$ cat config.mk
export PLATFORM = sky130hd
export DESIGN_NAME = scl_clkgen
export DESIGN_NICKNAME = d
export VERILOG_FILES = /design/src/rtl/scl_clkgen_pkg.sv /design/src/rtl/scl_cfg_hold.sv /design/src/rtl/scl_prescaler.sv /design/src/rtl/scl_phase_timer.sv /design/src/rtl/scl_clkgen.sv
export SDC_FILE = /design/constraint.sdc
export NUM_CORES = 1
export LEC_CHECK = 0
export BUFFER_PORTS_ARGS = -buffer_cell sky130_fd_sc_hd__buf_4
export CAP_MARGIN = 20
export CORE_AREA = 2 2 85 87
export DETAILED_ROUTE_END_ITERATION = 6
export DIE_AREA = 0 0 87 89
export PLACE_DENSITY_LB_ADDON = 0.15
export SYNTH_ARGS = -nofsm -noshare
export SYNTH_HDL_FRONTEND = slang
export SYNTH_SLANG_ARGS = --single-unit
$ cat constraint.sdc
create_clock -name clk -period 10.1 [get_ports clk]
set_input_delay 1.515 -clock clk [delete_from_list [all_inputs] [get_ports clk]]
set_output_delay 1.515 -clock clk [all_outputs]
set_load 0.05 [all_outputs]
$ cat src/rtl/scl_clkgen_pkg.sv
// Package: shared types and the pad rule for the serial clock generator.
// Assumes: pad depends only on whether the prescaler is 0, 1 or larger.
package scl_clkgen_pkg;

    typedef enum logic {
        PH_LOW  = 1'b0,
        PH_HIGH = 1'b1
    } scl_phase_e;

    localparam int PAD_W = 3;

    // Pad steps appended to each phase for a given prescaler class.
    function automatic logic [PAD_W-1:0] phase_pad(input logic is_zero, input logic is_one);
        if (is_zero)
            return 3'd7;
        else if (is_one)
            return 3'd6;
        return 3'd5;
    endfunction

endpackage

$ cat src/rtl/scl_cfg_hold.sv
// Module: captures prescaler and phase lengths while the block is held,
// and registers the run flag. Assumes lengths fit in CNT_W+1 bits.
module scl_cfg_hold
    import scl_clkgen_pkg::*;
#(
    parameter int PSC_W = 8,
    parameter int CNT_W = 16,
    localparam int LEN_W = CNT_W + 1
) (
    input  logic             clk,
    input  logic             rst_n,
    input  logic             en,
    input  logic [PSC_W-1:0] presc,
    input  logic [CNT_W-1:0] low_count,
    input  logic [CNT_W-1:0] high_count,
    output logic             run,
    output logic [PSC_W-1:0] psc_q,
    output logic [LEN_W-1:0] len_lo,
    output logic [LEN_W-1:0] len_hi
);

    logic [PAD_W-1:0] pad;

    // Pad for the prescaler value currently presented.
    always_comb begin
        pad = phase_pad(presc == '0, presc == PSC_W'(1));
    end

    // Run flag follows enable; settings load only while enable is low.
    always_ff @(posedge clk) begin
        if (!rst_n) begin
            run    <= 1'b0;
            psc_q  <= '0;
            len_lo <= LEN_W'(7);
            len_hi <= LEN_W'(7);
        end else begin
            run <= en;
            if (!en) begin
                psc_q  <= presc;
                len_lo <= {1'b0, low_count} + LEN_W'(pad);
                len_hi <= {1'b0, high_count} + LEN_W'(pad);
            end
        end
    end

endmodule

$ cat src/rtl/scl_prescaler.sv
// Module: divides the input clock into a step tick every div+1 cycles.
// Assumes: counter restarts from zero whenever run is low.
module scl_prescaler #(
    parameter int PSC_W = 8
) (
    input  logic             clk,
    input  logic             rst_n,
    input  logic             run,
    input  logic [PSC_W-1:0] div,
    output logic             tick
);

    logic [PSC_W-1:0] cnt;

    assign tick = run && (cnt == div);

    // Wrap-around divider counter.
    always_ff @(posedge clk) begin
        if (!rst_n || !run)
            cnt <= '0;
        else if (cnt == div)
            cnt <= '0;
        else
            cnt <= cnt + PSC_W'(1);
    end

endmodule

$ cat src/rtl/scl_phase_timer.sv
// Module: times the low and high phases in step ticks, freezes the high
// phase while the sampled line is low, and strobes each transition.
// Assumes: phase lengths are at least 1 step (pad guarantees 5+).
module scl_phase_timer
    import scl_clkgen_pkg::*;
#(
    parameter int LEN_W = 17
) (
    input  logic             clk,
    input  logic             rst_n,
    input  logic             run,
    input  logic             tick,
    input  logic [LEN_W-1:0] len_lo,
    input  logic [LEN_W-1:0] len_hi,
    input  logic             scl_in,
    output logic             scl_o,
    output logic             rise_stb,
    output logic             fall_stb
);

    scl_phase_e       phase;
    logic [LEN_W-1:0] pos;
    logic [LEN_W-1:0] cur_len;
    logic             last;
    logic             stretched;

    // Current phase length, end-of-phase and stretch detection.
    always_comb begin
        cur_len   = (phase == PH_HIGH) ? len_hi : len_lo;
        last      = (pos == cur_len - LEN_W'(1));
        stretched = (phase == PH_HIGH) && !scl_in;
    end

    assign scl_o = (phase == PH_HIGH);

    // Phase counter, phase toggle and edge strobes.
    always_ff @(posedge clk) begin
        if (!rst_n || !run) begin
            phase    <= PH_HIGH;
            pos      <= '0;
            rise_stb <= 1'b0;
            fall_stb <= 1'b0;
        end else begin
            rise_stb <= 1'b0;
            fall_stb <= 1'b0;
            if (tick && !stretched) begin
                if (last) begin
                    pos <= '0;
                    if (phase == PH_HIGH) begin
                        phase    <= PH_LOW;
                        fall_stb <= 1'b1;
                    end else begin
                        phase    <= PH_HIGH;
                        rise_stb <= 1'b1;
                    end
                end else begin
                    pos <= pos + LEN_W'(1);
                end
            end
        end
    end

endmodule

$ cat src/rtl/scl_clkgen.sv
// Module: top of the serial clock generator. Loads settings while held,
// prescales the input clock and times the line phases.
// Assumes: scl_in is already synchronised to clk.
module scl_clkgen #(
    parameter int PSC_W = 8,
    parameter int CNT_W = 16
) (
    input  logic             clk,
    input  logic             rst_n,
    input  logic             en,
    input  logic [PSC_W-1:0] presc,
    input  logic [CNT_W-1:0] low_count,
    input  logic [CNT_W-1:0] high_count,
    input  logic             scl_in,
    output logic             scl_o,
    output logic             rise_stb,
    output logic             fall_stb
);

    localparam int LEN_W = CNT_W + 1;

    logic             run;
    logic             tick;
    logic [PSC_W-1:0] psc_q;
    logic [LEN_W-1:0] len_lo;
    logic [LEN_W-1:0] len_hi;

    scl_cfg_hold #(.PSC_W(PSC_W), .CNT_W(CNT_W)) u_cfg (
        .clk        (clk),
        .rst_n      (rst_n),
        .en         (en),
        .presc      (presc),
        .low_count  (low_count),
        .high_count (high_count),
        .run        (run),
        .psc_q      (psc_q),
        .len_lo     (len_lo),
        .len_hi     (len_hi)
    );

    scl_prescaler #(.PSC_W(PSC_W)) u_psc (
        .clk   (clk),
        .rst_n (rst_n),
        .run   (run),
        .div   (psc_q),
        .tick  (tick)
    );

    scl_phase_timer #(.LEN_W(LEN_W)) u_phase (
        .clk      (clk),
        .rst_n    (rst_n),
        .run      (run),
        .tick     (tick),
        .len_lo   (len_lo),
        .len_hi   (len_hi),
        .scl_in   (scl_in),
        .scl_o    (scl_o),
        .rise_stb (rise_stb),
        .fall_stb (fall_stb)
    );

endmodule

==> results of run 1 <==
metrics by stage:
stage                      util  instances
after floorplan               -        479
after global placement    0.675        585
after detailed placement  0.675        585
after CTS                 0.708        601
after global routing      0.709        602
final                     0.709        602
placed cells by master (no fill, tap or decap), types with 2 or more instances in the layout:
cell type | synthesis | final
sky130_fd_sc_hd__nor2_1 | 37 | 37
sky130_fd_sc_hd__and4_1 | 9 | 9
sky130_fd_sc_hd__and2_1 | 19 | 19
sky130_fd_sc_hd__nor3_2 | 2 | 2
sky130_fd_sc_hd__o21ai_0 | 29 | 29
sky130_fd_sc_hd__o221a_2 | 2 | 2
sky130_fd_sc_hd__o211ai_1 | 5 | 5
sky130_fd_sc_hd__nor3_1 | 16 | 16
sky130_fd_sc_hd__a31oi_1 | 2 | 2
sky130_fd_sc_hd__mux2i_1 | 32 | 32
sky130_fd_sc_hd__inv_1 | 3 | 3
sky130_fd_sc_hd__nor3b_1 | 7 | 7
sky130_fd_sc_hd__xnor2_1 | 42 | 42
sky130_fd_sc_hd__nor4_1 | 2 | 2
sky130_fd_sc_hd__o211a_1 | 5 | 5
sky130_fd_sc_hd__nor4_2 | 3 | 3
sky130_fd_sc_hd__a21oi_1 | 10 | 10
sky130_fd_sc_hd__xor2_1 | 40 | 40
sky130_fd_sc_hd__fa_1 | 2 | 2
sky130_fd_sc_hd__nand4_1 | 9 | 9
sky130_fd_sc_hd__or3_1 | 2 | 2
sky130_fd_sc_hd__o22ai_1 | 2 | 2
sky130_fd_sc_hd__nand2_1 | 40 | 40
sky130_fd_sc_hd__or4_1 | 2 | 2
sky130_fd_sc_hd__dfxtp_1 | 71 | 71
sky130_fd_sc_hd__a211oi_1 | 2 | 2
sky130_fd_sc_hd__bufinv_16 | 0 | 2
sky130_fd_sc_hd__clkinv_2 | 0 | 2
sky130_fd_sc_hd__or2_2 | 2 | 2
sky130_fd_sc_hd__nand3_1 | 19 | 19
sky130_fd_sc_hd__buf_4 | 2 | 47
sky130_fd_sc_hd__and3_1 | 10 | 10
sky130_fd_sc_hd__a311oi_1 | 2 | 2
sky130_fd_sc_hd__ha_1 | 7 | 7
sky130_fd_sc_hd__nor2b_1 | 11 | 11
sky130_fd_sc_hd__clkbuf_8 | 0 | 9
power breakdown:
| group | switching, mW | total (mW) | leakage [nW] | internal (mW) |
|---|---|---|---|---|
| combinational | 0.0431 | 0.0840 | 1.27 | 0.0409 |
| clock | 0.114 | 0.254 | 0.110 | 0.139 |
| sequential | 0.0121 | 0.303 | 0.581 | 0.291 |
final cells by class:
cell class / instances / area, um2
Fill cell: 530 / 1960
Sequential cell: 71 / 1420
Tap cell: 80 / 100
Clock inverter: 7 / 95.1
Timing Repair Buffer: 48 / 358
Inverter: 3 / 11.3
Multi-Input combinational cell: 384 / 2650
Clock buffer: 9 / 124
critical path, cell delays in order:
cell and delay (ns):
sky130_fd_sc_hd__buf_4 0.11, sky130_fd_sc_hd__or4_1 0.51, sky130_fd_sc_hd__nor4_1 0.16, sky130_fd_sc_hd__buf_2 0.23, sky130_fd_sc_hd__nand2_1 0.11, sky130_fd_sc_hd__ha_1 0.22, sky130_fd_sc_hd__a211oi_1 0.77, sky130_fd_sc_hd__nor2_1 0.13
sky130_fd_sc_hd__xnor2_1 0.17, sky130_fd_sc_hd__o21ai_0 0.08, sky130_fd_sc_hd__and2_1 0.17
flip-flops by register name, indices dropped and copies added, names as in the netlist:
signal            flops
u_phase.scl_o         1
u_cfg.run             1
u_cfg.len_lo         17
u_psc.cnt             8
u_cfg.len_hi         17
u_phase.fall_stb      1
u_phase.pos          17
u_phase.rise_stb      1
u_cfg.psc_q           8
per-layer routing:
layer / routed length, um / global-route usage / part of all wire / up-vias
met5: 0 / 0 / 0 / -
li1: - / - / - / 1766
met2: 4540 / 0.429 / 0.48 / 96
met3: 434 / 0.0369 / 0.046 / 17
met4: 179 / 0.101 / 0.019 / 0
met1: 4330 / 0.334 / 0.46 / 1598
path summary, 6_finish.rpt:
check / from / to / slack [ns] / cells past startpoint
setup reg to reg: u_phase.scl_o$_SDFFE_PP1P_ / u_phase.pos[7]$_SDFFE_PP0P_ / 6.99 / 8
hold reg to reg: u_cfg.len_lo[16]$_SDFFE_PN0N_ / u_cfg.len_lo[16]$_SDFFE_PN0N_ / 0.50 / 2
hold / removal: u_cfg.len_lo[16]$_SDFFE_PN0N_ / u_cfg.len_lo[16]$_SDFFE_PN0N_ / 0.50 / 2
setup / recovery: presc[4] / u_cfg.len_lo[9]$_SDFFE_PN0N_ / 6.19 / 11
kinds of logic (layout without fill, tap and decap cells):
family	count (synthesis)	count (layout)	share of synthesized area
adder cells (fa/ha/maj)	9	9	0.0304
flip-flops	71	71	0.339
XOR/XNOR	82	82	0.171
AO/OA/AOI/OAI	65	65	0.0984
multiplexers	32	32	0.0764
AND/OR/NAND/NOR	196	196	0.256
buffers and inverters	24	67	0.0289
==> impl_metrics.csv, run 1 <==
group,metric,value,unit
outcome,result_of_the_run,"completed",
worst_setup_path,element_type_at_the_critical_path_start,"input pin",
drt,wl_per_cell,15.7,um
place,pre_cts_ws,5.17,ns
logic_synthesis,async_flop_share,0,
floorplanning,num_rows,30,
clocking,clk_root_buffer_cell,"sky130_fd_sc_hd__clkbuf_8",
logic_synthesis,synth.lib_cells_used.distinct,49,
logic_synthesis,yosys.cell_count.top_type,"sky130_fd_sc_hd__dfxtp_1",
global_routing,grt_overflow_total,0,
timing,maximum_achievable_frequency,256,MHz
logic_synthesis,syn_nets,532,
floorplanning,chipWidth,87,um
pwr,vdd_ir_drop_max,0.0767,mV
logic_synthesis,post-synth-top-area-fraction,0.339,
logic_synthesis,syn-mean-instance-area,8.76,um2
final_layout,antenna_cells,0,
logic_synthesis,synthDominantAreaCellType,"sky130_fd_sc_hd__dfxtp_1",
timing,worstMarginPinSlew,0.955,ns
worst_setup_path,cp_data_required_time,10.36,ns
logic_synthesis,yosysSeqAreaShare,0.339,
timing,timing_max_transition_violations_final,0,
floorplanning,initial_core_util,0.624,
clocking,tritoncts,"yes",
worst_setup_path,category_of_the_most_critical_setup_path,"input pin to flop",
clocking,cts_made_buffers,9,
clocking,ctsLongestPathBuffers,2,
timing,fin_hold_ws,0.502,ns
timing,final.setup.worst_slack,6.19,ns
timing,grt_setup_unrepaired,"false",
floorplanning,core,6720,um2
clocking,post_cts_sizing,0,
worst_setup_path,crit_fanout,7,
drt,finalWirelength,9.48,mm
global_routing,track_usage,0.256,
clocking,clock_sink_count,71,
drt,routed_via_density,5.78,
clocking,cts_hold_repair.buffers,0,
final_layout,drive_above_1_share,0.144,
drt,postRouteAntennaNets,0,
place,io_buffer_count,46,
global_routing,grt_max_degree,52,
logic_synthesis,synth_top_cells_by_count,"sky130_fd_sc_hd__dfxtp_1, sky130_fd_sc_hd__xnor2_1, sky130_fd_sc_hd__nand2_1, sky130_fd_sc_hd__xor2_1, sky130_fd_sc_hd__nor2_1",
logic_synthesis,synth_top_flop_cell,"sky130_fd_sc_hd__dfxtp_1",
drt,detail_route.drc_violations,0,
final_layout,fin_area,4760,um2
timing,final_hold_viols,0,
logic_synthesis,netlist_instances,479,
timing,period_needed,3.91,ns
timing,slew_headroom,0.360,
drt,route.vias.total,3477,
floorplanning,floorplan.die_area,7740,um2
timing,timing.final.crit_share,0.387,
global_routing,grt_pass1_wl,15.5,mm
final_layout,flow.area_growth_from_synthesis,13.5,%
global_routing,initial_antenna_violation_count,0,
clocking,worstSkewPairLatency,0.36,ns
worst_setup_path,worst-endpoint-arrival,4.17,ns
pwr,power_density,134,nW/um2
pwr,leak_pwr,1.96,nW
place,globalplace.congestion,0.905,
job,drv_cap,0,
worst_hold_path,hold_path_class,"flop to flop",
timing,finalSetupTns,0,ns
global_routing,first_global_vias,3232,
place,detailed_place.area,4540,um2
clocking,cts.reportedPaths.clkPinSlew,0.08,ns
floorplanning,boundaryPins,47,
floorplanning,die-height,89,um
logic_synthesis,synth_register_bits,71,
logic_synthesis,ys_warn_count,0,
clocking,post_cts_buffers,0,
logic_synthesis,synth_edf_count,0,
final_layout,finish.net_count,570,
timing,setup_violations,0,
drt,drt_first_pass_iters,5,
logic_synthesis,post_synth_instance_area,4200,um2
timing,clock_skew,0.00727,ns
clocking,cts-htree-levels,3,
logic_synthesis,synth_area_leaders,"sky130_fd_sc_hd__dfxtp_1, sky130_fd_sc_hd__xnor2_1, sky130_fd_sc_hd__xor2_1, sky130_fd_sc_hd__mux2i_1, sky130_fd_sc_hd__nand2_1",
pwr,post-layout-total-power,0.640,mW
worst_setup_path,worstSetupEndpointType,"flop",
drt,drt_first_iter_violations,202,
place,detailed_place_hpwl,6.84,mm
(Power assumes the default switching activity.)
==> inputs of run 2 (changes only) <==
--- a/config.mk
+++ b/config.mk
@@ -5,11 +5,12 @@
 export SDC_FILE = /design/constraint.sdc
 export NUM_CORES = 1
 export LEC_CHECK = 0
+export ABC_AREA = 1
 export BUFFER_PORTS_ARGS = -buffer_cell sky130_fd_sc_hd__buf_4
 export CAP_MARGIN = 20
-export CORE_AREA = 2 2 85 87
+export CORE_AREA = 2 2 95 97
 export DETAILED_ROUTE_END_ITERATION = 6
-export DIE_AREA = 0 0 87 89
+export DIE_AREA = 0 0 97 99
 export PLACE_DENSITY_LB_ADDON = 0.15
 export SYNTH_ARGS = -nofsm -noshare
 export SYNTH_HDL_FRONTEND = slang
==> constraint.sdc (replaced) <==
create_clock -name clk -period 3.2 [get_ports clk]
set_input_delay 0.48 -clock clk [delete_from_list [all_inputs] [get_ports clk]]
set_output_delay 0.48 -clock clk [all_outputs]
set_load 0.05 [all_outputs]
==> impl_metrics.csv, run 2 <==
group,metric,value,unit
outcome,result_of_the_run,"completed",
place,post-place-cells,844,
worst_setup_path,category_of_the_most_critical_setup_path,"input pin to flop",
logic_synthesis,synth.lib_cells_used.distinct,47,
timing,clock_skew,0.0104,ns
pwr,p_int,1.51,mW
drt,drt_first_pass_iters,5,
logic_synthesis,syn_nets,745,
floorplanning,core,8550,um2
global_routing,grt_max_degree,37,
logic_synthesis,async_flop_share,0,
timing,maximum_achievable_frequency,342,MHz
logic_synthesis,synth_edf_count,0,
final_layout,flow.area_growth_from_synthesis,15.1,%
drt,finalWirelength,10.9,mm
worst_setup_path,rr_startpoint,"u_phase.scl_o$_SDFFE_PP1P_",
pwr,power_density,406,nW/um2
logic_synthesis,post-synth-top-area-fraction,0.315,
global_routing,grt_pass1_wl,18.2,mm
global_routing,met1_usage,0.320,
floorplanning,die-height,99,um
clocking,clk_root_buffer_cell,"sky130_fd_sc_hd__clkbuf_8",
final_layout,final_cells,859,
pwr,switching_share_of_total_power,0.282,
logic_synthesis,post_synth_instance_area,4510,um2
timing,worstMarginPinSlew,0.608,ns
worst_hold_path,min_to,"u_cfg.psc_q[6]$_SDFFE_PN0N_",
drt,route.vias.total,4359,
floorplanning,initial_core_util,0.528,
clocking,cts.reportedPaths.clkPinSlew,0.08,ns
clocking,cts-htree-levels,3,
timing,grt_setup_unrepaired,"false",
drt,postRouteAntennaNets,0,
final_layout,drive_above_1_share,0.164,
floorplanning,boundaryPins,47,
floorplanning,floorplan.die_area,9600,um2
drt,routed_via_density,5.07,
clocking,tritoncts,"yes",
worst_setup_path,element_type_at_the_critical_path_start,"input pin",
worst_setup_path,critical_path.reg2reg.endpoint,"u_phase.scl_o$_SDFFE_PP1P_",
worst_setup_path,crit_fanout,4,
floorplanning,num_rows,34,
worst_setup_path,worst-endpoint-arrival,3.23,ns
global_routing,grt_most_used_layer,"met2",
pwr,vdd_ir_drop_max,0.210,mV
logic_synthesis,syn-mean-instance-area,6.52,um2
logic_synthesis,synth_top_flop_cell,"sky130_fd_sc_hd__dfxtp_1",
logic_synthesis,synth_top_cells_by_count,"sky130_fd_sc_hd__nand2_1, sky130_fd_sc_hd__inv_1, sky130_fd_sc_hd__nor2_1",
place,globalplace.congestion,0.904,
clocking,post_cts_buffers,0,
clocking,cts_hold_repair.buffers,0,
final_layout,mostFrequentLayoutCells,"sky130_fd_sc_hd__nand2_1, sky130_fd_sc_hd__inv_1, sky130_fd_sc_hd__nor2_1",
timing,timing.final.crit_share,0.913,
place,pre_cts_ws,-0.0613,ns
timing,slew_headroom,0.592,
logic_synthesis,netlist_instances,692,
global_routing,grt_overflow_total,0,
logic_synthesis,synthDominantAreaCellType,"sky130_fd_sc_hd__dfxtp_1",
worst_setup_path,cp_data_required_time,3.51,ns
timing,final.setup.worst_slack,0.278,ns
pwr,seq_power_share,0.445,
pwr,power_frac_clock,0.386,
clocking,ctsLongestPathBuffers,2,
pwr,p_sw,0.595,mW
worst_setup_path,worstSetupEndpointType,"flop",
worst_hold_path,hold_path_class,"input pin to flop",
global_routing,globalRouteMet3Util,0.0326,
global_routing,initial_antenna_violation_count,0,
floorplanning,chipWidth,97,um
final_layout,antenna_cells,0,
final_layout,biggestRegsByFlops,"u_cfg.len_hi (17), u_cfg.len_lo (17), u_phase.pos (17)",
global_routing,first_global_vias,3965,
final_layout,finish.net_count,800,
timing,setup_violations,0,
job,drv_cap,0,
logic_synthesis,synth_register_bits,71,
place,detailed_place_hpwl,8.34,mm
drt,detail_route.drc_violations,0,
final_layout,nFillCells,819,
pwr,post-layout-total-power,2.11,mW
timing,timing_max_transition_violations_final,0,
final_layout,mostFrequentLayoutCell,"sky130_fd_sc_hd__nand2_1",
logic_synthesis,ys_warn_count,0,
logic_synthesis,yosys.cell_count.top_type,"sky130_fd_sc_hd__nand2_1",
worst_hold_path,hold-path-cell-count,3,
clocking,worstSkewPairLatency,0.35,ns
logic_synthesis,yosysSeqAreaShare,0.315,
drt,wl_per_cell,12.6,um
pwr,share_comb_of_total_power,0.169,
pwr,leak_pwr,2.37,nW
worst_setup_path,reg2reg_setup_slack,0.58,ns
timing,finalSetupTns,0,ns
clocking,clock_sink_count,71,
global_routing,track_usage,0.231,
worst_setup_path,r2r.worst_path.cells,18,
worst_hold_path,hp-start,"presc[6]",
logic_synthesis,synth_area_leaders,"sky130_fd_sc_hd__dfxtp_1, sky130_fd_sc_hd__nand2_1, sky130_fd_sc_hd__inv_1, sky130_fd_sc_hd__nor2_1, sky130_fd_sc_hd__xor2_1",
clocking,cts_made_buffers,9,
timing,final_hold_viols,0,
timing,period_needed,2.92,ns
drt,drt_first_iter_violations,194,
clocking,post_cts_sizing,0,
global_routing,global_routing_usage_on_met2,0.368,
place,io_buffer_count,46,
run 2: how the worst max path moves through the flow:
stage,start,cells past startpoint,end,slack (ns)
2_1_floorplan,presc[1],16,u_cfg.len_hi[14]$_SDFFE_PN0N_,0.02
6_report,presc[1],19,u_cfg.len_hi[14]$_SDFFE_PN0N_,0.28
5_1_grt,presc[1],16,u_cfg.len_lo[14]$_SDFFE_PN0N_,0.007
3_3_place_gp,presc[1],18,u_cfg.len_hi[14]$_SDFFE_PN0N_,0.01
3_5_place_dp,presc[1],18,u_cfg.len_hi[14]$_SDFFE_PN0N_,-0.06
4_1_cts,presc[1],16,u_cfg.len_lo[14]$_SDFFE_PN0N_,0.29
run 2: through the flow:
step	hold slack (ns)	utilization	instance area [um2]
finish	0.346	0.607	5190
global route	0.347	0.607	5190
CTS	0.340	0.607	5190
detailed placement	0.446	0.582	4970
global placement	0.438	0.582	4970
floorplan	0.418	-	4520
run 2: layout make-up:
class                           count  area (um2)  share of cell area
Clock inverter                      5        81.3              0.0157
Multi-Input combinational cell    498        2580               0.497
Clock buffer                       10         138              0.0265
Inverter                          111         417              0.0802
Timing Repair Buffer               56         420              0.0810
Sequential cell                    71        1420               0.274
Tap cell                          108         135              0.0260
run 2: power groups by stage:
stage | Sequential (mW) | Combinational (mW) | Clock [mW]
2_1_floorplan | 0.954 | 0.244 | 0
3_3_place_gp | 0.958 | 0.344 | 0
3_5_place_dp | 0.958 | 0.351 | 0
4_1_cts | 0.938 | 0.354 | 0.825
5_1_grt | 0.942 | 0.401 | 0.871
6_report | 0.938 | 0.356 | 0.815
run 2: cell families (layout without fill, tap and decap cells):
kind of cell / Yosys count / after routing / synth area share
flip-flops: 71 / 71 / 0.315
AO/OA/AOI/OAI: 85 / 85 / 0.123
multiplexers: 1 / 1 / 0.00222
AND/OR/NAND/NOR: 375 / 375 / 0.362
buffers and inverters: 123 / 182 / 0.115
XOR/XNOR: 28 / 28 / 0.0544
adder cells (fa/ha/maj): 9 / 9 / 0.0283
run 2: critical path, cell delays in order:
cell and delay, ns:
sky130_fd_sc_hd__buf_4 0.11, sky130_fd_sc_hd__or4_1 0.54, sky130_fd_sc_hd__nor4_2 0.17, sky130_fd_sc_hd__buf_4 0.18
sky130_fd_sc_hd__nand2_1 0.09, sky130_fd_sc_hd__ha_1 0.22, sky130_fd_sc_hd__fa_1 0.40, sky130_fd_sc_hd__nor2_1 0.15
sky130_fd_sc_hd__nor3b_1 0.08, sky130_fd_sc_hd__nand2_1 0.08, sky130_fd_sc_hd__nor2_1 0.06, sky130_fd_sc_hd__nand2_1 0.07
sky130_fd_sc_hd__inv_1 0.05, sky130_fd_sc_hd__nand3_1 0.08, sky130_fd_sc_hd__nor2_1 0.07, sky130_fd_sc_hd__a21oi_1 0.13
sky130_fd_sc_hd__o21a_1 0.16, sky130_fd_sc_hd__a21oi_1 0.04, sky130_fd_sc_hd__inv_1 0.06
run 2: routing by layer:
layer,routed length (um),vias to the layer above
li1,-,2292
met1,5360,1939
met4,238,0
met2,4770,106
met3,487,22
met5,0,-
==> inputs of run 3 (changes only) <==
--- a/config.mk
+++ b/config.mk
@@ -8,10 +8,11 @@
 export ABC_AREA = 1
 export BUFFER_PORTS_ARGS = -buffer_cell sky130_fd_sc_hd__buf_4
 export CAP_MARGIN = 20
-export CORE_AREA = 2 2 95 97
+export CORE_AREA = 2 2 98 100
 export DETAILED_ROUTE_END_ITERATION = 6
-export DIE_AREA = 0 0 97 99
+export DIE_AREA = 0 0 100 102
 export PLACE_DENSITY_LB_ADDON = 0.15
 export SYNTH_ARGS = -nofsm -noshare
 export SYNTH_HDL_FRONTEND = slang
+export SYNTH_HIERARCHICAL = 1
 export SYNTH_SLANG_ARGS = --single-unit
==> impl_metrics.csv, run 3 <==
group,metric,value,unit
drt,detail_route.drc_violations,0,
timing,clock_skew,0.00831,ns
final_layout,drive_above_1_share,0.136,
global_routing,grt_pass1_wl,20.2,mm
drt,routed_via_density,5.10,
timing,timing.final.crit_share,0.824,
timing,timing_max_transition_violations_final,0,
timing,setup_violations,0,
floorplanning,core,9110,um2
clocking,cts.reportedPaths.clkPinSlew,0.08,ns
clocking,cts_hold_repair.buffers,0,
final_layout,nFillCells,869,
clocking,cts-htree-levels,3,
logic_synthesis,yosysSeqAreaShare,0.292,
logic_synthesis,synth_simple_gate_area_share,0.447,
timing,period_needed,2.64,ns
worst_hold_path,hp-start,"presc[3]",
worst_setup_path,cp_data_required_time,3.44,ns
logic_synthesis,async_flop_share,0,
clocking,cts_made_buffers,9,
place,detailed_place.area,5280,um2
pwr,p_sw,0.581,mW
timing,maximum_achievable_frequency,379,MHz
timing,grt_setup_unrepaired,"false",
logic_synthesis,synth_top_family_by_area,"simple AND/OR/NAND/NOR gates",
worst_setup_path,worstSetupEndpointType,"flop",
final_layout,area.sequential,1420,um2
clocking,worstSkewPairLatency,0.35,ns
job,drv_cap,0,
logic_synthesis,yosys.cell_count.top_type,"sky130_fd_sc_hd__nand2_1",
global_routing,initial_antenna_violation_count,0,
worst_setup_path,worst-endpoint-arrival,2.88,ns
floorplanning,die-height,102,um
logic_synthesis,synth_top_flop_cell,"sky130_fd_sc_hd__dfxtp_1",
timing,final_hold_viols,0,
clocking,clock_sink_count,71,
floorplanning,chipWidth,100,um
outcome,result_of_the_run,"completed",
pwr,seq_power_share,0.489,
logic_synthesis,synth_area_leaders,"sky130_fd_sc_hd__dfxtp_1, sky130_fd_sc_hd__nand2_1, sky130_fd_sc_hd__inv_1, sky130_fd_sc_hd__nor2_1, sky130_fd_sc_hd__nand3_1",
final_layout,antenna_cells,0,
clocking,clk_root_buffer_cell,"sky130_fd_sc_hd__clkbuf_8",
drt,finalWirelength,12.0,mm
place,detailed_place_hpwl,9.50,mm
drt,postRouteAntennaNets,0,
global_routing,track_usage,0.249,
logic_synthesis,ys_warn_count,6,
floorplanning,floorplan.die_area,10200,um2
worst_setup_path,element_type_at_the_critical_path_start,"flop",
logic_synthesis,synth_register_bits,71,
global_routing,first_global_vias,4414,
final_layout,mostFrequentLayoutCells,"sky130_fd_sc_hd__nand2_1, sky130_fd_sc_hd__inv_1, sky130_fd_sc_hd__nor2_1",
logic_synthesis,syn-mean-instance-area,6.18,um2
logic_synthesis,synth.lib_cells_used.distinct,38,
pwr,share_comb_of_total_power,0.179,
drt,wl_per_cell,12.6,um
logic_synthesis,netlist_instances,786,
clocking,tritoncts,"yes",
timing,fin_hold_ws,0.344,ns
logic_synthesis,synthDominantAreaCellType,"sky130_fd_sc_hd__dfxtp_1",
logic_synthesis,post-synth-top-area-fraction,0.292,
logic_synthesis,synth_edf_count,0,
worst_setup_path,rr_startpoint,"u_phase/scl_o$_SDFFE_PP1P_",
floorplanning,initial_core_util,0.534,
final_layout,finish.net_count,887,
clocking,ctsLongestPathBuffers,2,
pwr,leak_pwr,2.65,nW
timing,slew_headroom,0.577,
logic_synthesis,synth_top_cells_by_count,"sky130_fd_sc_hd__nand2_1, sky130_fd_sc_hd__inv_1, sky130_fd_sc_hd__nor2_1",
global_routing,grt_max_degree,37,
logic_synthesis,post_synth_instance_area,4860,um2
drt,drt_first_pass_iters,5,
place,io_buffer_count,46,
pwr,p_int,1.35,mW
worst_setup_path,category_of_the_most_critical_setup_path,"flop to flop",
final_layout,mostFrequentLayoutCell,"sky130_fd_sc_hd__nand2_1",
timing,finalSetupTns,0,ns
timing,worstMarginPinSlew,0.633,ns
logic_synthesis,synth_xor_area_frac,0.0631,
worst_setup_path,crit_start,"u_phase/scl_o$_SDFFE_PP1P_",
worst_setup_path,crit_fanout,19,
pwr,switching_share_of_total_power,0.301,
pwr,power_frac_clock,0.332,
logic_synthesis,syn_nets,839,
clocking,post_cts_sizing,0,
clocking,post_cts_buffers,0,
drt,route.vias.total,4845,
final_layout,multi_input_area,2940,um2
worst_hold_path,hold_path_class,"input pin to flop",
global_routing,grt_overflow_total,0,
drt,drt_first_iter_violations,225,
logic_synthesis,synth_fa_ha_area_frac,0.0263,
logic_synthesis,yosys-mux-area-fraction,0,
final_layout,fin_area,5450,um2
place,globalplace.congestion,0.878,
floorplanning,boundaryPins,47,
pwr,power_density,354,nW/um2
floorplanning,num_rows,35,
pwr,vdd_ir_drop_max,0.220,mV
logic_synthesis,synth_compound_area_frac,0.0687,
final_layout,biggestRegsByFlops,"u_cfg/len_hi (17), u_cfg/len_lo (17), u_phase/pos (17)",
final_layout,flow.area_growth_from_synthesis,12.2,%
[run 3: cell count changes after synthesis, moves of 9 or more]
cell / delta
sky130_fd_sc_hd__o21ai_2: -10
sky130_fd_sc_hd__nand2_1: +97
sky130_fd_sc_hd__o22ai_1: -11
sky130_fd_sc_hd__o21ai_1: +14
sky130_fd_sc_hd__o21ai_0: -14
sky130_fd_sc_hd__nand4_1: +9
sky130_fd_sc_hd__nand3_1: +25
sky130_fd_sc_hd__nor2_1: -11
[run 3: through the flow]
| stage | instances | util | power [mW] | setup WS (ns) |
|---|---|---|---|---|
| 2_1_floorplan | 786 | - | 1.19 | 0.488 |
| 3_3_place_gp | 934 | 0.579 | 1.30 | 0.609 |
| 3_5_place_dp | 934 | 0.579 | 1.30 | 0.583 |
| 4_1_cts | 950 | 0.598 | 1.95 | 0.614 |
| 5_1_grt | 950 | 0.598 | 2.04 | 0.334 |
| 6_report | 950 | 0.598 | 1.93 | 0.564 |
[run 3: layout make-up]
| type | count | area share |
|---|---|---|
| clock buffers | 10 | 0.0253 |
| well taps | 111 | 0.0255 |
| inverters | 108 | 0.0744 |
| flip-flops and latches | 71 | 0.261 |
| clock inverters | 6 | 0.00666 |
| multi-input cells | 595 | 0.540 |
| repair buffers | 49 | 0.0675 |
[run 3: path summary, 6_finish.rpt]
| check | end | slack, ns | cells past startpoint |
|---|---|---|---|
| setup / recovery | u_phase/pos[16]$_SDFFE_PP0P_ | 0.56 | 17 |
| hold / removal | u_cfg/psc_q[3]$_SDFFE_PN0N_ | 0.34 | 2 |
| setup reg to reg | u_phase/pos[16]$_SDFFE_PP0P_ | 0.56 | 17 |
| hold reg to reg | u_cfg/len_hi[15]$_SDFFE_PN0N_ | 0.45 | 2 |
[run 3: kinds of logic after synthesis]
group,Yosys count
AOI/OAI and AO/OA,54
xor gates and xnor gates,35
adders and majority gates,9
buffers and inverters,120
DFF,71
and+or+nand+nor,497
[run 3: worst max-delay path: stages (launching register included)]
cell	delay, ns
sky130_fd_sc_hd__dfxtp_1	0.35
sky130_fd_sc_hd__inv_2	0.25
sky130_fd_sc_hd__nand2_1	0.11
sky130_fd_sc_hd__nand2_2	0.11
sky130_fd_sc_hd__ha_1	0.19
sky130_fd_sc_hd__nand3_1	0.14
sky130_fd_sc_hd__nor2_2	0.28
sky130_fd_sc_hd__nand3_1	0.12
sky130_fd_sc_hd__nand2_1	0.12
sky130_fd_sc_hd__nor2_1	0.04
sky130_fd_sc_hd__inv_1	0.05
sky130_fd_sc_hd__nand2_1	0.06
sky130_fd_sc_hd__inv_1	0.07
sky130_fd_sc_hd__nand2_1	0.06
sky130_fd_sc_hd__nor2_1	0.16
sky130_fd_sc_hd__nand3_2	0.15
sky130_fd_sc_hd__nand2_4	0.19
sky130_fd_sc_hd__nor2_1	0.07
[run 3: power by group through the flow]
stage	logic (mW)	clock network [mW]	registers, mW
CTS	0.343	0.666	0.943
detailed placement	0.341	0	0.963
finish	0.345	0.639	0.943
global placement	0.333	0	0.962
global route	0.392	0.702	0.948
floorplan	0.236	0	0.954
[run 3: metal layers]
layer | share of wire | up-vias | routed length, um | GRT usage
li1 | - | 2542 | - | -
met1 | 0.47 | 2174 | 5570 | 0.309
met2 | 0.47 | 112 | 5670 | 0.433
met3 | 0.040 | 17 | 480 | 0.0451
met4 | 0.020 | 0 | 242 | 0.0927
met5 | 0 | - | 0 | 0
